### src/rtl/sclk_pkg.sv
package sclk_pkg;
  localparam logic [2:0] CODE_XTAL = 3'b000;
  localparam logic [2:0] CODE_SLOW = 3'b011;
  localparam logic [2:0] CODE_FAST = 3'b111;
  localparam int         NUM_SRC   = 3;
  localparam int         NUM_LEG   = 4;
  localparam logic [1:0] XMODE_LOW = 2'b10;

  function automatic logic code_valid(input logic [2:0] code);
    return (code == CODE_XTAL) || (code == CODE_SLOW) || (code == CODE_FAST);
  endfunction

  function automatic logic code_stable(input logic [2:0] code,
                                       input logic [NUM_SRC-1:0] stb);
    logic r;
    case (code)
      CODE_XTAL: r = stb[0];
      CODE_SLOW: r = stb[1];
      CODE_FAST: r = stb[2];
      default:   r = 1'b0;
    endcase
    return r;
  endfunction
endpackage

### src/rtl/sclk_unlock_seq.sv
module sclk_unlock_seq #(
  parameter int ADDR_W = 8,
  parameter logic [ADDR_W-1:0] LOCK_ADDR = 8'h40,
  parameter int NUM_KEYS = 3,
  parameter logic [NUM_KEYS-1:0][7:0] KEYS = {8'h88, 8'h16, 8'h59}
) (
  input  logic              clk,
  input  logic              rst_n,
  input  logic              wr_en,
  input  logic [ADDR_W-1:0] wr_addr,
  input  logic [7:0]        wr_data,
  output logic              unlocked
);
  localparam int SW = $clog2(NUM_KEYS + 1);
  localparam logic [SW-1:0] ST_IDLE = '0;
  localparam logic [SW-1:0] ST_OPEN = SW'(NUM_KEYS);

  logic [SW-1:0] stage_q, stage_d;
  logic          lock_hit;

  assign lock_hit = wr_en && (wr_addr == LOCK_ADDR);

  always_comb begin
    stage_d = stage_q;
    if (lock_hit) begin
      if (stage_q == ST_OPEN)
        stage_d = ST_IDLE;
      else if (wr_data == KEYS[stage_q])
        stage_d = stage_q + SW'(1);
      else
        stage_d = ST_IDLE;
    end else if (wr_en && (stage_q != ST_IDLE) && (stage_q != ST_OPEN)) begin
      stage_d = ST_IDLE;
    end
  end

  always_ff @(posedge clk or negedge rst_n) begin
    if (!rst_n) stage_q <= ST_IDLE;
    else        stage_q <= stage_d;
  end

  assign unlocked = (stage_q == ST_OPEN);
endmodule

### src/rtl/sclk_sel_ctrl.sv
module sclk_sel_ctrl
  import sclk_pkg::*;
(
  input  logic               clk,
  input  logic               rst_n,
  input  logic               sel_wr,
  input  logic [2:0]         sel_wdata,
  input  logic               fail_clr,
  input  logic               unlocked,
  input  logic [NUM_SRC-1:0] src_stable,
  output logic [2:0]         sel_q,
  output logic               fail_q
);
  logic [2:0] sel_d;
  logic       fail_d;
  logic       req_ok, tgt_ok, cur_ok, sel_ce;

  always_comb begin
    req_ok = sel_wr && unlocked && code_valid(sel_wdata);
    tgt_ok = code_stable(sel_wdata, src_stable);
    cur_ok = code_stable(sel_q, src_stable);
    sel_ce = req_ok && tgt_ok && cur_ok;
    sel_d  = sel_ce ? sel_wdata : sel_q;
    fail_d = fail_q;
    if (req_ok && !(tgt_ok && cur_ok)) fail_d = 1'b1;
    else if (fail_clr)                 fail_d = 1'b0;
  end

  always_ff @(posedge clk or negedge rst_n) begin
    if (!rst_n) begin
      sel_q  <= CODE_FAST;
      fail_q <= 1'b0;
    end else begin
      sel_q  <= sel_d;
      fail_q <= fail_d;
    end
  end
endmodule

### src/rtl/sclk_src_decode.sv
module sclk_src_decode
  import sclk_pkg::*;
(
  input  logic [2:0]         sel,
  input  logic [1:0]         xtal_mode,
  output logic [NUM_LEG-1:0] src_en
);
  localparam logic [2:0] LEG_CODE [NUM_LEG] = '{CODE_XTAL, CODE_XTAL, CODE_SLOW, CODE_FAST};

  for (genvar g = 0; g < NUM_LEG; g++) begin : g_leg
    if (g == 0) begin : g_hx
      assign src_en[g] = (sel == LEG_CODE[g]) && (xtal_mode != XMODE_LOW);
    end else if (g == 1) begin : g_lx
      assign src_en[g] = (sel == LEG_CODE[g]) && (xtal_mode == XMODE_LOW);
    end else begin : g_rc
      assign src_en[g] = (sel == LEG_CODE[g]);
    end
  end
endmodule

### src/rtl/sclk_switch_top.sv
module sclk_switch_top
  import sclk_pkg::*;
#(
  parameter int ADDR_W = 8,
  parameter logic [ADDR_W-1:0] SEL_ADDR  = 8'h10,
  parameter logic [ADDR_W-1:0] STAT_ADDR = 8'h0C,
  parameter logic [ADDR_W-1:0] LOCK_ADDR = 8'h40,
  parameter int FAIL_BIT = 7
) (
  input  logic              clk,
  input  logic              rst_n,
  input  logic              wr_en,
  input  logic [ADDR_W-1:0] wr_addr,
  input  logic [7:0]        wr_data,
  input  logic [2:0]        src_stable,
  input  logic [1:0]        xtal_mode,
  output logic [2:0]        sel_code,
  output logic [3:0]        src_en,
  output logic              unlocked,
  output logic [7:0]        status
);
  logic [1:0] rst_pipe_q;
  logic       rst_sync_n;
  logic       fail_q;

  always_ff @(posedge clk or negedge rst_n) begin
    if (!rst_n) rst_pipe_q <= 2'b00;
    else        rst_pipe_q <= {rst_pipe_q[0], 1'b1};
  end
  assign rst_sync_n = rst_pipe_q[1];

  sclk_unlock_seq #(
    .ADDR_W(ADDR_W), .LOCK_ADDR(LOCK_ADDR)
  ) u_unlock (
    .clk(clk), .rst_n(rst_sync_n), .wr_en(wr_en), .wr_addr(wr_addr),
    .wr_data(wr_data), .unlocked(unlocked)
  );

  sclk_sel_ctrl u_sel (
    .clk(clk), .rst_n(rst_sync_n),
    .sel_wr(wr_en && (wr_addr == SEL_ADDR)),
    .sel_wdata(wr_data[2:0]),
    .fail_clr(wr_en && (wr_addr == STAT_ADDR) && wr_data[FAIL_BIT]),
    .unlocked(unlocked), .src_stable(src_stable),
    .sel_q(sel_code), .fail_q(fail_q)
  );

  sclk_src_decode u_dec (
    .sel(sel_code), .xtal_mode(xtal_mode), .src_en(src_en)
  );

  always_comb begin
    status           = '0;
    status[2:0]      = src_stable;
    status[FAIL_BIT] = fail_q;
  end
endmodule

### config.mk
export PLATFORM = sky130hd
export DESIGN_NAME = sclk_switch_top
export DESIGN_NICKNAME = d
export VERILOG_FILES = /design/src/rtl/sclk_pkg.sv /design/src/rtl/sclk_unlock_seq.sv /design/src/rtl/sclk_sel_ctrl.sv /design/src/rtl/sclk_src_decode.sv /design/src/rtl/sclk_switch_top.sv
export SDC_FILE = /design/constraint.sdc
export NUM_CORES = 1
export LEC_CHECK = 0
export ABC_CLOCK_PERIOD_IN_PS = 1600
export BUFFER_PORTS_ARGS = -buffer_cell sky130_fd_sc_hd__buf_4
export CORE_AREA = 2 2 55 44
export CTS_CLUSTER_SIZE = 40
export DETAILED_ROUTE_END_ITERATION = 8
export DIE_AREA = 0 0 57 46
export PLACE_DENSITY = 0.71
export SYNTH_ARGS = -nofsm -noshare
export SYNTH_HDL_FRONTEND = slang
export SYNTH_SLANG_ARGS = --single-unit
### constraint.sdc
create_clock -name clk -period 1.6 [get_ports clk]
set_clock_uncertainty 0.1 [all_clocks]
set_input_delay 0 -clock clk [delete_from_list [all_inputs] [get_ports clk]]
set_output_delay 0 -clock clk [all_outputs]
set_load 0.02 [all_outputs]
==> results.md <==
Logic synthesis:
- The number of distinct library cell variants in the gate-level netlist after synthesis is 34.
- In this run, synthesis inferred 0 flip-flops with an integrated enable.
- In the synthesized netlist, mux cells make up 6.329% of the area.
- The synthesized netlist devotes 13.20% of its cell area to compound gates.
- The Yosys step of the flow raised 0 warnings.
- In the synthesized netlist, the number of instances is 74.
- The synthesized cell area is 691.9 µm².
- The adder and majority cell fraction of the synthesized area is 7.233%.
- The synthesized design contains 8 register bits.
- The post-synthesis simple-gate area fraction is 28.21%.
- The dominant combinational cell family by area after synthesis is simple AND/OR/NAND/NOR gates.
- Averaged over all synthesized cells, the footprint is 9.350 µm².
- Of the synthesized area, sequential elements account for 29.48%.
- The fraction of registers with async set or reset after synthesis is 100.0%.
- The area share of xor/xnor cells in the synthesized design is 2.532%.
- The main flop type after synthesis is sky130_fd_sc_hd__dfrtp_1.

Cells and area:
- The finished layout holds 149 standard cells, fillers aside.
- The fraction of final layout cells sized beyond drive strength 1 is 55.65%.
- The final layout net count is 153.
- The relative area change from synthesis to final layout is 66.55%.
- The number of antenna diodes in the final layout is 0.

STA:
- Hold timing on the final database bottoms out at a slack of 17.74 ps.
- After layout, the worst path uses 117.2% of the clock period.
- The clock period minus worst slack is 1876 ps.
- The max-slew violation count is 0.
- The setup slack after layout is -275.9 ps.
- The setup violation total in the final timing report is 5.
- The number of failing hold endpoints at the final stage came to 0.
- Setup repair after global routing could not meet its margin everywhere.
- For this run, the top clock speed supported by timing is 0.5331 GHz.

Setup path:
- The maximum fanout count along the critical path is 3.
- The kind of cell adding the most delay to the critical path is simple AND/OR/NAND/NOR gates.
- Among all stages on the critical path, the largest delay is contributed by sky130_fd_sc_hd__or4bb_1.
- The worst endpoint required time is 1680 ps.
- The arrival time at the worst endpoint is 1950 ps.
- The type of destination of the critical path is a flip-flop.
- The buffers plus inverters on the worst setup path is 0.
- The signal on the critical path passes through ha_4 > or4bb_1 > a2111oi_4 > nand3_2 > mux2_1.
- The worst setup path is launched from a flip-flop.
- The start-to-end type of the worst setup path is reg -> reg.
- The largest single stage delay on the critical path is 440 ps.

Die:
- The height of the die is 46 µm.
- After floorplanning, the core was divided into 15 placement rows.
- The area of the core is 2140 µm².
- The die is 57 µm wide.
- The die area is 2622 µm².
- Once the floorplan was initialized, standard cells occupied 32.34% of the core.
- The count of boundary I/O pins is 40.

Hold path:
- The worst hold path class is in -> reg.

Place:
- In this run, placement finished with an instance count of 139.
- The count of input and output buffers is 35.
- At the end of routability-driven placement, the weighted congestion stood at 0.7978.
- The half-perimeter wire length after placement is 1399 µm.
- Prior to clock tree synthesis, the placed netlist has a worst setup slack of -350.0 ps.

Power and ir drop:
- The share of total power in the clock network is 31.7%.
- The worst ir drop on vdd is 590.9 µV.
- The internal power of the cells is 0.3779 mW.
- The analysis attributes to cell leakage a power of 0.5221 nW.
- Summing internal, switching and leakage power gives 0.5126 mW.
- For this design the ratio of total power to cell area is 444.9 nW/µm².
- The portion of total power attributed to sequential cells is 40.9%.
- The switching power summed over all nets is 0.1347 mW.
- The switching power share of the total is 26.28%.
- The combinational cell fraction of total power is 27.4%.

Drt:
- The number of search-and-repair iterations in the first detailed-routing pass is 4.
- The number of nets with antenna violations after detailed routing is 0.
- The final layout contains routed wiring with a total length of 1822 µm.
- The overall via count from detail_route is 723.
- After detailed routing, the number of remaining DRC violations is 0.
- For this block, the initial DRC count from the detailed router was 17.
- The detail-routed net length per standard cell is 12.23 µm.
- Dividing the detail-routed via count by the number of cells gives 4.852.

Status:
- The run finished, with violations left.
- The checks that failed: negative setup slack.

Global routing:
- In the global route stage, overall resource usage came out at 14.26%.
- The number of antenna violations at the first check in global routing is 0.
- The remaining global-route overflow is 0.
- The maximum number of pins on one net before global-route repair is 8.
- The wire length of the first global-routing pass is 2835 µm.
- The via count of the first global-routing pass was 675.

Clocking:
- The H-tree depth is 1.
- The clock passes through at most 2 buffers.
- The clock drives 8 sinks.
- The clock slew seen by the registers of the worst setup and hold paths is 50 ps.
- TritonCTS built the clock tree.
- The buffer cell driving the clock tree root is sky130_fd_sc_hd__clkbuf_4.
- The later pin in the worst-skew pair is clocked with a latency of 250 ps.
- TritonCTS created 3 clock buffers.

Flow run:
- The count of max-cap constraint violations is 0.
==> metal layers <==
metal	up-vias	wire length, µm	global-route usage [%]
met1	340	744	17.32
met5	-	0	0
met3	2	126	5.966
met2	24	945	24.37
li1	357	-	-
met4	0	7	2.326
==> cells in the mapped netlist, types with 2 or more instances <==
| master | number | area (µm²) |
|---|---|---|
| sky130_fd_sc_hd__nor3_1 | 2 | 10.01 |
| sky130_fd_sc_hd__nor3b_1 | 2 | 15.01 |
| sky130_fd_sc_hd__dfrtp_1 | 5 | 125.1 |
| sky130_fd_sc_hd__and3_1 | 3 | 18.77 |
| sky130_fd_sc_hd__nor4_1 | 2 | 12.51 |
| sky130_fd_sc_hd__ha_1 | 4 | 50.05 |
| sky130_fd_sc_hd__mux2_1 | 3 | 33.78 |
| sky130_fd_sc_hd__conb_1 | 2 | 7.510 |
| sky130_fd_sc_hd__dfstp_2 | 3 | 78.83 |
| sky130_fd_sc_hd__inv_1 | 6 | 22.52 |
| sky130_fd_sc_hd__nand3_1 | 2 | 10.01 |
| sky130_fd_sc_hd__nand4b_1 | 2 | 17.52 |
| sky130_fd_sc_hd__nand2_1 | 5 | 18.77 |
| sky130_fd_sc_hd__o21ai_0 | 3 | 15.01 |
| sky130_fd_sc_hd__buf_4 | 8 | 60.06 |
| sky130_fd_sc_hd__or3_1 | 4 | 25.02 |
==> per-stage QoR <==
step	TNS, ps	utilization, %	instance area [µm²]
2_1_floorplan	-1008	-	721.9
3_3_place_gp	-1259	48.19	1031
3_5_place_dp	-1476	48.19	1031
4_1_cts	-1203	52.92	1132
5_1_grt	-1614	53.86	1152
6_report	-1215	53.86	1152
==> cells by family after synthesis <==
family | count (synthesis)
adder cells (fa/ha/maj) | 4
XOR/XNOR | 2
flip-flops | 8
other | 2
AND/OR/NAND/NOR | 30
multiplexers | 4
buffers and inverters | 14
AO/OA/AOI/OAI | 10
==> path summary, 6_finish.rpt <==
kind / end / slack [ps] / cells past startpoint / start
max: u_sel.sel_q[1]$_DFFE_PN1P_ / -280 / 5 / u_unlock.stage_q[0]$_DFFE_PN0P_
min: u_sel.sel_q[2]$_DFFE_PN1P_ / 20 / 3 / wr_data[2]
max reg2reg: u_sel.sel_q[1]$_DFFE_PN1P_ / -280 / 5 / u_unlock.stage_q[0]$_DFFE_PN0P_
min reg2reg: u_sel.sel_q[2]$_DFFE_PN1P_ / 160 / 0 / rst_pipe_q[1]$_DFF_PN0_
max in group asynchronous: u_unlock.stage_q[0]$_DFFE_PN0P_ / 600 / 1 / rst_pipe_q[1]$_DFF_PN0_
min in group asynchronous: u_sel.sel_q[2]$_DFFE_PN1P_ / 160 / 0 / rst_pipe_q[1]$_DFF_PN0_
==> tightest hold or removal path: cells and delay by family <==
kind | cells | cell delay, ps
buf+inv | 2 | 220
mux | 1 | 120
==> registers in the layout, indices dropped and copies added, names as in the netlist <==
signal,cells
u_sel.sel_q,3
rst_pipe_q,2
u_unlock.stage_q,2
u_sel.fail_q,1
==> final cells by class <==
class / instances / area (µm²)
tap: 25 / 31.28
multi-input combinational: 55 / 470.5
inverter: 6 / 22.52
timing repair buffer: 51 / 395.4
clock buffer: 4 / 26.28
sequential: 8 / 206.4
fill: 208 / 987.2
==> timing repair <==
action	CTS	global route
endpoints found under the setup margin	7	8
endpoints found under the hold margin	7	0
hold buffers	5	0
pin swaps	5	3
resized for setup	5	4
setup buffers	1	0
==> power by group through the flow <==
stage | sequential [mW] | clock, mW | combinational [mW]
after floorplan | 0.213 | 0 | 0.0594
after global placement | 0.214 | 0 | 0.121
after detailed placement | 0.214 | 0 | 0.123
after CTS | 0.210 | 0.170 | 0.136
after global routing | 0.210 | 0.187 | 0.153
final | 0.210 | 0.162 | 0.141
==> cell usage in the layout (no fill, tap or decap), types with 2 or more instances in the layout <==
| master | netlist | layout |
|---|---|---|
| sky130_fd_sc_hd__dfrtp_2 | 0 | 2 |
| sky130_fd_sc_hd__buf_4 | 8 | 46 |
| sky130_fd_sc_hd__nand3_1 | 2 | 2 |
| sky130_fd_sc_hd__and3_1 | 3 | 3 |
| sky130_fd_sc_hd__or3_4 | 0 | 2 |
| sky130_fd_sc_hd__nand4b_1 | 2 | 2 |
| sky130_fd_sc_hd__or3_1 | 4 | 2 |
| sky130_fd_sc_hd__clkbuf_4 | 0 | 3 |
| sky130_fd_sc_hd__nor3_1 | 2 | 2 |
| sky130_fd_sc_hd__nand2_1 | 5 | 5 |
| sky130_fd_sc_hd__conb_1 | 2 | 5 |
| sky130_fd_sc_hd__dfstp_2 | 3 | 3 |
| sky130_fd_sc_hd__ha_2 | 0 | 2 |
| sky130_fd_sc_hd__dfrtp_1 | 5 | 3 |
| sky130_fd_sc_hd__o21ai_1 | 0 | 2 |
| sky130_fd_sc_hd__mux2_1 | 3 | 3 |
| sky130_fd_sc_hd__dlygate4sd3_1 | 0 | 5 |
| sky130_fd_sc_hd__inv_1 | 6 | 6 |
Note: power is estimated with default switching activity, not from simulation.
